File: config.mk
export PLATFORM = sky130hd
export DESIGN_NAME = rtc_stat_irq
export DESIGN_NICKNAME = d
export VERILOG_FILES = /design/src/rtl/rtc_stat_pkg.sv /design/src/rtl/rtc_flag_cell.sv /design/src/rtl/rtc_irq_route.sv /design/src/rtl/rtc_charge_reg.sv /design/src/rtl/rtc_stat_irq.sv
export SDC_FILE = /design/constraint.sdc
export NUM_CORES = 1
export LEC_CHECK = 0
export CORE_MARGIN = 8
export CORE_UTILIZATION = 32
export DETAILED_ROUTE_END_ITERATION = 8
export GPL_TIMING_DRIVEN = 0
export PLACE_DENSITY_LB_ADDON = 0.08
export SYNTH_ARGS = -nofsm -noshare
export SYNTH_HDL_FRONTEND = slang
export SYNTH_HIERARCHICAL = 1
export SYNTH_SLANG_ARGS = --single-unit
File: constraint.sdc
create_clock -name clk -period 0.97 [get_ports clk]
set_input_delay 0.194 -clock clk [delete_from_list [all_inputs] [get_ports clk]]
set_output_delay 0.194 -clock clk [all_outputs]
set_load 0.02 [all_outputs]
File: src/rtl/rtc_stat_pkg.sv
package rtc_stat_pkg;

    typedef enum logic {
        FLG_CLR = 1'b0,
        FLG_SET = 1'b1
    } flag_st_t;

    typedef enum logic {
        CHG_LOCK = 1'b0,
        CHG_ARM  = 1'b1
    } chg_st_t;

    localparam int NUM_FLAGS = 3;
    localparam int IDX_A0    = 0;
    localparam int IDX_A1    = 1;
    localparam int IDX_OSC   = 2;

    function automatic logic in_window(input logic [7:0] v,
                                       input logic [7:0] lo,
                                       input logic [7:0] hi);
        return (v >= lo) && (v <= hi);
    endfunction

endpackage

File: src/rtl/rtc_flag_cell.sv
module rtc_flag_cell
    import rtc_stat_pkg::*;
#(
    parameter logic RST_SET = 1'b0
) (
    input  logic clk,
    input  logic rst_n,
    input  logic set_i,
    input  logic clr_i,
    output logic flag_o
);

    flag_st_t st_q, st_d;

    always_ff @(posedge clk or negedge rst_n) begin
        if (!rst_n) st_q <= RST_SET ? FLG_SET : FLG_CLR;
        else        st_q <= st_d;
    end

    always_comb begin
        st_d = st_q;
        unique case (st_q)
            FLG_CLR: if (set_i) st_d = FLG_SET;
            FLG_SET: if (!set_i && clr_i) st_d = FLG_CLR;
            default: st_d = FLG_CLR;
        endcase
    end

    always_comb begin
        flag_o = (st_q == FLG_SET);
    end


    set_wins_chk: assert property (@(posedge clk) disable iff (!rst_n)
        set_i |=> (st_q == FLG_SET));


    clear_takes_chk: assert property (@(posedge clk) disable iff (!rst_n)
        (!set_i && clr_i) |=> (st_q == FLG_CLR));


    sticky_hold_chk: assert property (@(posedge clk) disable iff (!rst_n)
        (!set_i && !clr_i) |=> $stable(st_q));

endmodule

File: src/rtl/rtc_irq_route.sv
module rtc_irq_route (
    input  logic clk,
    input  logic rst_n,
    input  logic a0_flag,
    input  logic a1_flag,
    input  logic a0_ie,
    input  logic a1_ie,
    input  logic route_sel,
    output logic irq0_n,
    output logic irq1_n
);

    logic a0_req, a1_req;

    always_comb begin
        a0_req = a0_flag & a0_ie;
        a1_req = a1_flag & a1_ie;
        irq0_n = ~(a0_req | (a1_req & ~route_sel));
        irq1_n = ~(a1_req & route_sel);
    end


    irq1_route_chk: assert property (@(posedge clk) disable iff (!rst_n)
        !irq1_n |-> (route_sel && a1_flag));


    irq_quiet_chk: assert property (@(posedge clk) disable iff (!rst_n)
        (!a0_ie && !a1_ie) |-> (irq0_n && irq1_n));

endmodule

File: src/rtl/rtc_charge_reg.sv
module rtc_charge_reg
    import rtc_stat_pkg::*;
#(
    parameter logic [3:0] KEY = 4'b1010
) (
    input  logic       clk,
    input  logic       rst_n,
    input  logic       wr_i,
    input  logic [7:0] wdata_i,
    output logic [7:0] rdata_o,
    output logic       chg_en_o,
    output logic [1:0] diode_o,
    output logic [1:0] res_o
);

    chg_st_t    st_q, st_d;
    logic [3:0] tcs_q;
    logic [1:0] ds_q, rs_q;

    always_ff @(posedge clk or negedge rst_n) begin
        if (!rst_n) begin
            st_q  <= CHG_LOCK;
            tcs_q <= '0;
            ds_q  <= '0;
            rs_q  <= '0;
        end else begin
            st_q <= st_d;
            if (wr_i) begin
                tcs_q <= wdata_i[7:4];
                ds_q  <= wdata_i[3:2];
                rs_q  <= wdata_i[1:0];
            end
        end
    end

    always_comb begin
        st_d = st_q;
        unique case (st_q)
            CHG_LOCK: if (wr_i && wdata_i[7:4] == KEY) st_d = CHG_ARM;
            CHG_ARM:  if (wr_i && wdata_i[7:4] != KEY) st_d = CHG_LOCK;
            default:  st_d = CHG_LOCK;
        endcase
    end

    always_comb begin
        rdata_o  = {tcs_q, ds_q, rs_q};
        chg_en_o = (st_q == CHG_ARM);
        diode_o  = chg_en_o ? ds_q : 2'b00;
        res_o    = chg_en_o ? rs_q : 2'b00;
    end


    key_match_chk: assert property (@(posedge clk) disable iff (!rst_n)
        chg_en_o |-> (tcs_q == KEY));


    no_path_chk: assert property (@(posedge clk) disable iff (!rst_n)
        !chg_en_o |-> (diode_o == 2'b00 && res_o == 2'b00));

endmodule

File: src/rtl/rtc_stat_irq.sv
module rtc_stat_irq
    import rtc_stat_pkg::*;
#(
    parameter logic [7:0] STAT_ADDR = 8'h10,
    parameter logic [7:0] CHG_ADDR  = 8'h11,
    parameter logic [7:0] A0_LO     = 8'h07,
    parameter logic [7:0] A0_HI     = 8'h0A,
    parameter logic [7:0] A1_LO     = 8'h0B,
    parameter logic [7:0] A1_HI     = 8'h0E,
    parameter logic [3:0] CHG_KEY   = 4'b1010
) (
    input  logic       clk,
    input  logic       rst_n,
    input  logic       bus_wr,
    input  logic [7:0] bus_addr,
    input  logic [7:0] bus_wdata,
    output logic [7:0] bus_rdata,
    input  logic       ptr_load,
    input  logic [7:0] ptr_val,
    input  logic       osc_running,
    input  logic       alm0_hit,
    input  logic       alm1_hit,
    input  logic       route_sel,
    input  logic       a0_ie,
    input  logic       a1_ie,
    output logic       irq0_n,
    output logic       irq1_n,
    output logic       chg_en,
    output logic [1:0] chg_diode,
    output logic [1:0] chg_res
);

    localparam int BIT_A0  = 0;
    localparam int BIT_A1  = 1;
    localparam int BIT_OSC = 7;
    localparam logic [NUM_FLAGS-1:0] RST_VEC = 3'b100;

    logic                 osc_q;
    logic                 stat_wr, chg_wr;
    logic [NUM_FLAGS-1:0] set_v, clr_v, flag_v;
    logic [NUM_FLAGS-1:0] wr_zero_v, auto_v;
    logic [7:0]           stat_byte, chg_byte;

    always_ff @(posedge clk or negedge rst_n) begin
        if (!rst_n) osc_q <= 1'b0;
        else        osc_q <= osc_running;
    end

    always_comb begin
        stat_wr = bus_wr && (bus_addr == STAT_ADDR);
        chg_wr  = bus_wr && (bus_addr == CHG_ADDR);

        set_v[IDX_A0]  = alm0_hit;
        set_v[IDX_A1]  = alm1_hit;
        set_v[IDX_OSC] = osc_q & ~osc_running;

        wr_zero_v[IDX_A0]  = stat_wr && !bus_wdata[BIT_A0];
        wr_zero_v[IDX_A1]  = stat_wr && !bus_wdata[BIT_A1];
        wr_zero_v[IDX_OSC] = stat_wr && !bus_wdata[BIT_OSC];

        auto_v[IDX_A0]  = ptr_load && in_window(ptr_val, A0_LO, A0_HI);
        auto_v[IDX_A1]  = ptr_load && in_window(ptr_val, A1_LO, A1_HI);
        auto_v[IDX_OSC] = 1'b0;

        clr_v = wr_zero_v | auto_v;
    end

    for (genvar g = 0; g < NUM_FLAGS; g++) begin : g_flag
        rtc_flag_cell #(.RST_SET(RST_VEC[g])) u_cell (
            .clk    (clk),
            .rst_n  (rst_n),
            .set_i  (set_v[g]),
            .clr_i  (clr_v[g]),
            .flag_o (flag_v[g])
        );
    end

    rtc_irq_route u_route (
        .clk       (clk),
        .rst_n     (rst_n),
        .a0_flag   (flag_v[IDX_A0]),
        .a1_flag   (flag_v[IDX_A1]),
        .a0_ie     (a0_ie),
        .a1_ie     (a1_ie),
        .route_sel (route_sel),
        .irq0_n    (irq0_n),
        .irq1_n    (irq1_n)
    );

    rtc_charge_reg #(.KEY(CHG_KEY)) u_chg (
        .clk      (clk),
        .rst_n    (rst_n),
        .wr_i     (chg_wr),
        .wdata_i  (bus_wdata),
        .rdata_o  (chg_byte),
        .chg_en_o (chg_en),
        .diode_o  (chg_diode),
        .res_o    (chg_res)
    );

    always_comb begin
        stat_byte          = '0;
        stat_byte[BIT_OSC] = flag_v[IDX_OSC];
        stat_byte[BIT_A1]  = flag_v[IDX_A1];
        stat_byte[BIT_A0]  = flag_v[IDX_A0];
        if (bus_addr == STAT_ADDR)     bus_rdata = stat_byte;
        else if (bus_addr == CHG_ADDR) bus_rdata = chg_byte;
        else                           bus_rdata = 8'h00;
    end


    osc_fall_chk: assert property (@(posedge clk) disable iff (!rst_n)
        (osc_q && !osc_running) |=> flag_v[IDX_OSC]);


    osc_no_auto_chk: assert property (@(posedge clk) disable iff (!rst_n)
        (flag_v[IDX_OSC] && !stat_wr) |=> flag_v[IDX_OSC]);

endmodule

=== Word level (Yosys, flattened, before mapping) ===
Cells that the tools add are included.

* Bitwise logic cells: 15
* Magnitude comparators: 4
* Reduce and logical (&&, ||, !) cells: 20
* Mux-type cells: 16
* Eq/ne operators: 4

{| class="wikitable"
|+ Operator list
! kind !! count
|-
| == test 8 x 5 -> 1 bit (second input constant) || 2
|-
| less-or-equal comparator 8 x 4 -> 1 bit (second input constant) || 2
|-
| 2-to-1 mux 8 bit || 2
|-
| logical AND 1 bit || 14
|-
| >= comparator 8 x 3 -> 1 bit (second input constant) || 1
|-
| >= comparator 8 x 4 -> 1 bit (second input constant) || 1
|-
| 2-to-1 mux 1 bit || 8
|-
| inverter 1 bit || 8
|-
| case mux 1 bit (2 select lines) || 4
|-
| logical NOT 1 bit || 6
|-
| AND 1 bit || 5
|-
| == test 4 bit (second input constant) || 1
|-
| 2-to-1 mux 2 bit || 2
|-
| != test 4 bit (second input constant) || 1
|-
| bitwise OR 3 x 2 -> 3 bit || 1
|-
| bitwise OR 1 bit || 1
|}

* Bits in registers: 13
* Input port bits: 34
* Output and inout bits: 15

=== Depth between registers and ports, before layout ===
Gate-level depths: netlist (run 1).

* Word-level depth: 7
* Gate-level depth with buffers: 5
* Gate-level depth less buffers: 5

=== Hierarchy ===
The synthesis (run 1) kept the hierarchy.

{| class="wikitable"
|+ Modules (own cells, without submodules)
! module !! area each (µm²) !! instances !! cells each !! seq. area each (µm²)
|-
| rtc_charge_reg || 379.1 || 1 || 24 || 225.2
|-
| rtc_stat_irq || 235.2 || 1 || 31 || 25.0
|-
| rtc_flag_cell at g_flag[0].u_cell ... || 36.3 || 2 || 3 || 25.0
|-
| rtc_flag_cell at g_flag[2].u_cell || 37.5 || 1 || 3 || 26.3
|-
| rtc_irq_route || 23.8 || 1 || 3 || 0.0
|}

=== Worst setup path before layout (run 1) ===
No wires, ideal clock.

* Path kind: input port to flip-flop
* Start point: input port bus_addr[6]
* End point: register u_chg.ds_q[0]
* Path slack: -0.451 ns
* Cell stages on the path: 5
* Buffers on the path: 1
* Library setup time: 0.125 ns
* Arrival: 1.296 ns
* Cells stage by stage: nor4_4 and2_1 and3_1 buf_6 mux2_2

* Longest elaborated chain between the ends: 2

{| class="wikitable"
|+ RTL lines
! what !! RTL line !! text
|-
| start: declaration || rtc_stat_irq.sv:15 || <nowiki>input logic [7:0] bus_addr,</nowiki>
|-
| == test 8 x 5 -> 1 bit || rtc_stat_irq.sv:51 || <nowiki>chg_wr = bus_wr && (bus_addr == CHG_ADDR);</nowiki>
|-
| logical AND 1 bit || rtc_stat_irq.sv:51 ||
|-
| via chg_wr || rtc_stat_irq.sv:39 || <nowiki>logic stat_wr, chg_wr;</nowiki>
|-
| end signal: assignment || rtc_charge_reg.sv:30 || <nowiki>ds_q <= wdata_i[3:2];</nowiki>
|-
| end: declaration || rtc_charge_reg.sv:18 || <nowiki>logic [1:0] ds_q, rs_q;</nowiki>
|}

The timed path passes the listed nets, and every way through them passes these cells.
A chain may end at the register's enable or synchronous reset.

=== Worst setup path in the final report (run 1) ===
* Start point: input port bus_addr[1]
* End point: output port bus_rdata[2]

* Longest elaborated chain between the ends: 3
* Elaborated cells on any way between the ends: 4

{| class="wikitable"
|+ RTL lines
! what !! RTL line !! text
|-
| == test 8 x 5 -> 1 bit || rtc_stat_irq.sv:107 || <nowiki>else if (bus_addr == CHG_ADDR) bus_rdata = chg_byte;</nowiki>
|-
| 2-to-1 mux 8 bit || rtc_stat_irq.sv:107 ||
|-
| 2-to-1 mux 8 bit * || rtc_stat_irq.sv:106 || <nowiki>if (bus_addr == STAT_ADDR) bus_rdata = stat_byte;</nowiki>
|-
| end: declaration || rtc_stat_irq.sv:17 || <nowiki>output logic [7:0] bus_rdata,</nowiki>
|}

Mark *: on every way between the ends. The rest lies on a longest branch, timed or not.

==> summary by stage, run 1 <==
Status
The run finished, with violations left. The final reports fail on setup timing.

Route
After detailed routing, the number of remaining DRC violations is 0. The detailed router placed 748 vias in this run. The first detailed-routing pass ran for 4 iterations. The post-route antenna net violation count is 0. The detailed router finished its first iteration with 15 violations.

The wire length per cell is 16.4 um. Using the TritonRoute via totals, the vias-per-cell ratio works out to approximately 4.8. The detailed-route wire length is 2560 um.

GRT
The number of global-route vias before repair is 793. The pin count of the biggest net entering global routing is 14. The aggregate global routing overflow is 0. The global-route usage over all layers is 0.120. The initial antenna violation count is 0.

The global-route wire length before repair is 3980 um.

Floorplan
The floorplan step defined a die boundary enclosing around 4100 um^2. The I/O pin count is 49. For this configuration, the core starts out at a cell density of 0.338. The floorplan has 17 rows. The width of the chip is roughly 64 um. The floorplan step set the die height to between 60 and 70 um. The region available for standard cell placement spans 2210 um^2.

Critical path
The largest fanout on the critical path is 5. The data required time of the worst path is slightly below 800 ps. The kind of critical path is input pin to output port. At the worst endpoint, the arrival time is 1170 ps.

The nature of the critical path startpoint is an input pin. The most critical setup path has its startpoint at bus_addr[1]. STA classifies the critical path endpoint as an output port.

Clock tree
For this design, the sink count on the clock tree is 13. The root buffer cell chosen for the clock tree is clkbuf_4. In this run the number of H-tree levels came out at 1. Buffers inserted during clock tree synthesis total 3.

No sink is reached through more buffers than the 2 on the longest clock path. Clock latency on the worst-skew pair, taken at its later pin, is roughly 270 ps. The clock edge transition at the registers on the reported setup and hold paths is about 80 ps. Hold repair after CTS inserted 0 buffers. The clock tree from TritonCTS is done.

Power
The leakage power figure is around 0.69 nW. The maximum resistive drop on vdd is roughly 0.54 mV. The cell area power density is 753 nW/um^2.

Yosys
By area the synthesized netlist is led by dfrtp_1 (40%), mux2_2 (12%), mux2i_1 (5.4%). In this run, synthesis inferred 0 flip-flops with an integrated enable. The biggest area contributor in the post-synthesis netlist is dfrtp_1. After technology mapping, the gate count stands at 67. For this run, the leading register cell type out of synthesis is dfrtp_1. The share of synthesized flip-flops with an asynchronous set or reset is 1.00.

Of the synthesized area, sequential elements account for 0.436. Counting distinct cell types in the post-synthesis netlist gives 26. The count of yosys warnings during synthesis is 6. When the netlist entered floorplanning its net count stood at 101. After synthesis the cells add up to around 750 um^2. The post-synthesis area per instance is 11.2 um^2.

In this run, synthesis produced a sequential element count of 13. The share of synthesized area in the top cell type comes to 0.401.

Final layout
Summing all multi-input logic gate instances after layout gives 598 um^2. The area growth from synthesis to layout is 114%. The post-layout net count is 163. The most common cell after layout, fill and taps aside is buf_6. The count of fill cells added during filler insertion is 162.

The fraction of layout cells with a size suffix above 1 is 0.602. The count of placed standard cells in the final layout, fillers left out is approximately 160. The library cells used most frequently in the layout, excluding fill and tap cells, are buf_6 (21), clkdlybuf4s50_1 (18), dfrtp_1 (11). The number of antenna diodes is 0. The sequential cells in the finished layout cover a total of 328 um^2. The final core utilization is 0.723.

STA
The worst hold slack is about 280 ps. The number of pins with negative max-slew slack in the final report is 0. In this run the tightest slew margin relative to its limit is 0.614.

The worst-case setup margin in the final layout is -397 ps. In the finished design, the share of the clock period the worst path needs comes to 1.41. The transition time at the pin with the least slew margin is 577 ps. After routing, the total negative slack on setup checks comes to -8080 ps. Setup violations remaining at the end of the flow were counted as 27. Setup repair after global routing could not meet its margin everywhere. The hold violation total from the final report is 0. Based on the critical path, the design can be clocked at up to 731 MHz. The minimum clock period is about 1400 ps. The clock skew after layout is roughly 2.5 ps.

Job
The number of max-cap violations is 0.

Min path
The min-delay analysis places its worst path in the category input pin to async pin.

Placement
In this run the tool buffered the top-level ports with between 40 and 50 buffer cells. Including well taps, the total number of placed cells is about 140. The placer's final routability congestion estimate is 0.725.
-- area by class of cell --
type	instances	area share
tap	28	0.0219
clock buffer	4	0.0164
buffer	2	0.0125
timing repair buffer	57	0.363
multi-input combinational	49	0.374
inverter	3	0.00704
sequential	13	0.205
-- final timing paths --
path                       depth (start not counted)             end  slack (ps)
max reg2reg                                        2            flop           0
min                                                1   u_chg/ds_q[0]         280
max                                                6    bus_rdata[2]        -400
max in group asynchronous                          1       async pin         280
min reg2reg                                        1  u_chg/tcs_q[0]         520
min in group clk                                   1           osc_q         390
-- flip-flops by register name (all words and copies together), names as in the netlist, named ones only --
register,cells
osc_q,1
u_chg/tcs_q,4
u_chg/rs_q,2
u_chg/ds_q,2
g_flag.u_cell/flag_o,3
-- cell families (layout without fill, tap and decap cells) --
group | Yosys count | count (layout) | share of synthesized area
and+or+nand+nor | 29 | 29 | 0.254
muxes | 13 | 13 | 0.194
DFF | 13 | 13 | 0.436
AOI/OAI and AO/OA | 7 | 7 | 0.0803
buffers and inverters | 5 | 66 | 0.0351
-- layer usage --
metal | routed length (um) | GRT usage | up-vias
li1 | - | - | 364
met4 | 25 | 0.0409 | 0
met2 | 1310 | 0.201 | 25
met5 | 0 | 0 | -
met1 | 1050 | 0.140 | 355
met3 | 166 | 0.0401 | 4
-- power by group --
group | internal [mW] | total, mW | switching [mW]
combinational | 0.184 | 0.298 | 0.114
clock | 0.159 | 0.331 | 0.172
sequential | 0.561 | 0.576 | 0.0147
-- per-stage QoR --
stage,total power [mW],setup slack [ps],cell area (um^2)
6_report,1.20,-397,1600
5_1_grt,1.28,-424,1600
4_1_cts,1.18,-382,1490
3_5_place_dp,0.849,-1190,1340
3_3_place_gp,0.841,-1170,1340
2_1_floorplan,0.667,-426,837
-- Yosys cell counts, types with 2 or more instances --
| library cell | count |
|---|---|
| a21o_1 | 3 |
| and2_1 | 6 |
| and3_1 | 6 |
| dfrtp_1 | 12 |
| inv_1 | 3 |
| mux2_2 | 8 |
| mux2i_1 | 4 |
| nand2_1 | 3 |
| nor2_1 | 3 |
| nor2b_1 | 2 |
| o32ai_1 | 2 |
-- worst max-delay path, stage by stage --
cell and delay, ps:
buf_6 100, nor4_4 280, and2_4 200, buf_6 110
and3_4 180, buf_6 110
-- repair_timing --
action,in CTS,in global routing
endpoints found under the setup margin,27,27
resized for setup,130,25
hold endpoints to repair,0,0
setup buffers,6,3
gates cloned,1,0
pin swaps,13,12
Note: power is estimated with default switching activity, not from simulation.
==> run 2, diff against run 1 <==
--- a/config.mk
+++ b/config.mk
@@ -8,7 +8,6 @@
 export CORE_MARGIN = 8
 export CORE_UTILIZATION = 32
 export DETAILED_ROUTE_END_ITERATION = 8
-export GPL_TIMING_DRIVEN = 0
 export PLACE_DENSITY_LB_ADDON = 0.08
 export SYNTH_ARGS = -nofsm -noshare
 export SYNTH_HDL_FRONTEND = slang
==> run 2 against run 1 <==
Highest routed layer unchanged. Routed wire length is 2.4% higher. The flow still finishes with violations (setup timing). Global-route usage grew 0.40 points. Sequential share of layout area is 1.1 points lower. Largest cell class unchanged.
==> summary by stage, run 2 (synthesis gave the netlist of run 1 again) <==
Status
The flow ran to the end, but the final reports show violations. The checks that failed: setup timing.

Placement
The pre-CTS setup slack is -1200 ps (-6.80 ps). Once detailed placement completed, the half-perimeter wirelength came to roughly 2000 um. The total cell area at the placement stage is 1440 um^2 (+7.1%). The placer's final routability congestion estimate is 0.740 (+2.0%). The number of placed cells counting well taps was 155 (+9.2%).

The number of I/O port buffers is 48 (+2.1%).

Clock tree
The clock sink total is 13 (unchanged). The buffer levels on the longest clock path was 2 (unchanged). The clock tree from TritonCTS is done. The clock edge transition at the registers on the reported setup and hold paths came to 70 ps (about the same).

The clock latency at the later pin of the worst-skew pair is 270 ps (about the same). The number of buffers inserted during clock tree synthesis is 3 (unchanged). The cell at the root of the clock tree is clkbuf_4. The H-tree depth reported by CTS was 1 (unchanged).

Floorplan
The standard cell core area was 2210 um^2 (unchanged). The number of core rows is 17 (unchanged). The total die area is 4140 um^2 (unchanged).

The die outline height came to 64.4 um (unchanged). The starting density of the core came to 0.338 (unchanged). The I/O pin count was 49 (unchanged).

The width of the chip was 64.4 um (unchanged).

Final layout
The number of antenna diodes is 0 (unchanged). The flip-flop count of the largest register after layout is 4 (unchanged). The final instance area was 1690 um^2 (+5.7%). The final core utilization came to 0.764 (+0.0413). The count of placed standard cells in the final layout, fillers left out is 171 (+9.6%). The post-layout net count is 178 (+9.2%). The layout-stage area growth over the synthesis result is 126%. The most common cell after layout, fill and taps aside is buf_6.

The library cells used most frequently in the layout, excluding fill and tap cells, are buf_6 (26), clkdlybuf4s50_1 (24), buf_4 (16). The fraction of layout cells with a size suffix above 1 was 0.615 (+0.0138). u_chg/tcs_q holds more flip-flops than any other register.

STA
The final setup violation count is 27 (unchanged). The worst-case setup margin in the final layout is -342 ps (+55.6 ps). The highest clock frequency the design can meet came to 762 MHz (+4.2%). The sum of negative setup slack is -8050 ps (+24.1 ps). The clock skew after layout came to 5.16 ps (+2.62 ps). The transition time at the pin with the least slew margin was 228 ps (-349 ps).

The worst hold slack is 272 ps (-11.6 ps). The worst-case headroom to the max-slew limit was 0.847 (+0.233). The minimum clock period is 1310 ps (-55.6 ps). Setup repair after global routing could not meet its margin everywhere. The hold violation total from the final report was 0 (unchanged). The number of pins with negative max-slew slack in the final report came to 0 (unchanged). The share of the clock period used by the worst path is 1.35 (-0.0573).

Route
The via density per instance came to 4.78 (-0.23%). The wire length per cell is 15.3 um (-6.6%). The first-iteration detailed-routing DRC count is 13 (-2). The detailed-route wire length is 2620 um (+2.4%).

The total vias in the final route is 818 (+9.4%). The remaining routing DRC violations is 0 (unchanged). The number of detailed-routing iterations run before antenna repair is 4 (unchanged). The post-route antenna net violation count was 0 (unchanged).

GRT
The global-route wire length before repair is 4200 um (+5.6%). The aggregate global routing overflow came to 0 (unchanged). The global-route usage over all layers is 0.124 (+0.00405). The pin count of the biggest net entering global routing is 8 (-6). The initial antenna violation count is 0 (unchanged). The number of global-route vias before repair is 902 (+14%).

Critical path
The startpoint of the most critical register-to-register path is u_chg/rs_q[0]. The kind of cell adding the most delay to the critical path is flip-flops. The library cell appearing most often on the critical path is buf_6. The endpoint type of the worst setup path is an output port. Walking the worst path, the cells encountered are buf_6 > mux2i_4 > nor2_4 > buf_6. The standard cell with the maximum stage delay on the critical path is dfrtp_1.

The delay of the slowest cell on the worst path is 400 ps (+120 ps). The kind of critical path is flop to output port. The critical path arrival is 1120 ps (-50 ps). The slack of the worst reg-to-reg path is -180 ps (-180 ps).

The worst flop-to-flop path endpoint is u_chg/rs_q[0]. The largest fanout on the critical path is 2 (-3). The data required time of the worst path is 780 ps (about the same).

The worst path buffer plus inverter count is 2 (-1). The length in cells of the worst reg-to-reg path is 4 (+2). STA classifies the critical path startpoint as a flop.

Power
The total power was 1.25 mW (+3.9%). The leakage power figure is 0.754 nW (+9.0%). The cell area power density is 740 nW/um^2 (-1.7%). The maximum resistive drop on vdd is 0.723 mV (+33%).

Min path
The path class of the tightest hold or removal check is input pin to async pin.

Job
The number of max-cap violations is 0 (unchanged).
run 2: routing by layer:
metal | GRT usage | vias to the layer above | share of wire
li1 | - | 399 | -
met1 | 0.149 | 392 | 0.42
met2 | 0.217 | 25 | 0.53
met5 | 0 | - | 0
met4 | 0.0245 | 0 | 0.0053
met3 | 0.0331 | 2 | 0.050
run 2: layout make-up:
class,instances,area (um^2)
Multi-Input combinational cell,50,589
Clock buffer,4,26.3
Sequential cell,13,328
Tap cell,28,35.0
Fill cell,154,522
Timing Repair Buffer,73,701
Inverter,3,11.3
run 2: worst max path at each step:
stage                        from            to  slack, ps  cells past startpoint
CTS                   bus_addr[6]  bus_rdata[6]       -410                      5
detailed placement    bus_addr[2]  bus_rdata[6]      -1200                      5
global route        u_chg/rs_q[0]  bus_rdata[0]       -380                      4
global placement      bus_addr[2]  bus_rdata[6]      -1160                      5
finish              u_chg/rs_q[0]  bus_rdata[0]       -340                      4
floorplan             bus_addr[2]          flop       -430                      5
run 2: what timing repair did:
action                     in CTS  in global routing
setup buffers                   8                  3
setup endpoints to repair      27                 27
gates resized for setup       137                 12
hold buffers                    0                  0
cloned                          1                  0
pin swaps                      17                  7
run 2: where the power goes:
| part | switching, mW | total [mW] | internal [mW] |
|---|---|---|---|
| sequential | 0.0144 | 0.575 | 0.561 |
| clock | 0.167 | 0.325 | 0.159 |
| combinational | 0.118 | 0.351 | 0.232 |
| total | 0.299 | 1.25 | 0.952 |
run 2: worst reg2reg max path: stages (launching register included):
cell and delay, ps:
dfrtp_1 400, buf_4 140, buf_4 120, buf_4 120, mux2_4 250
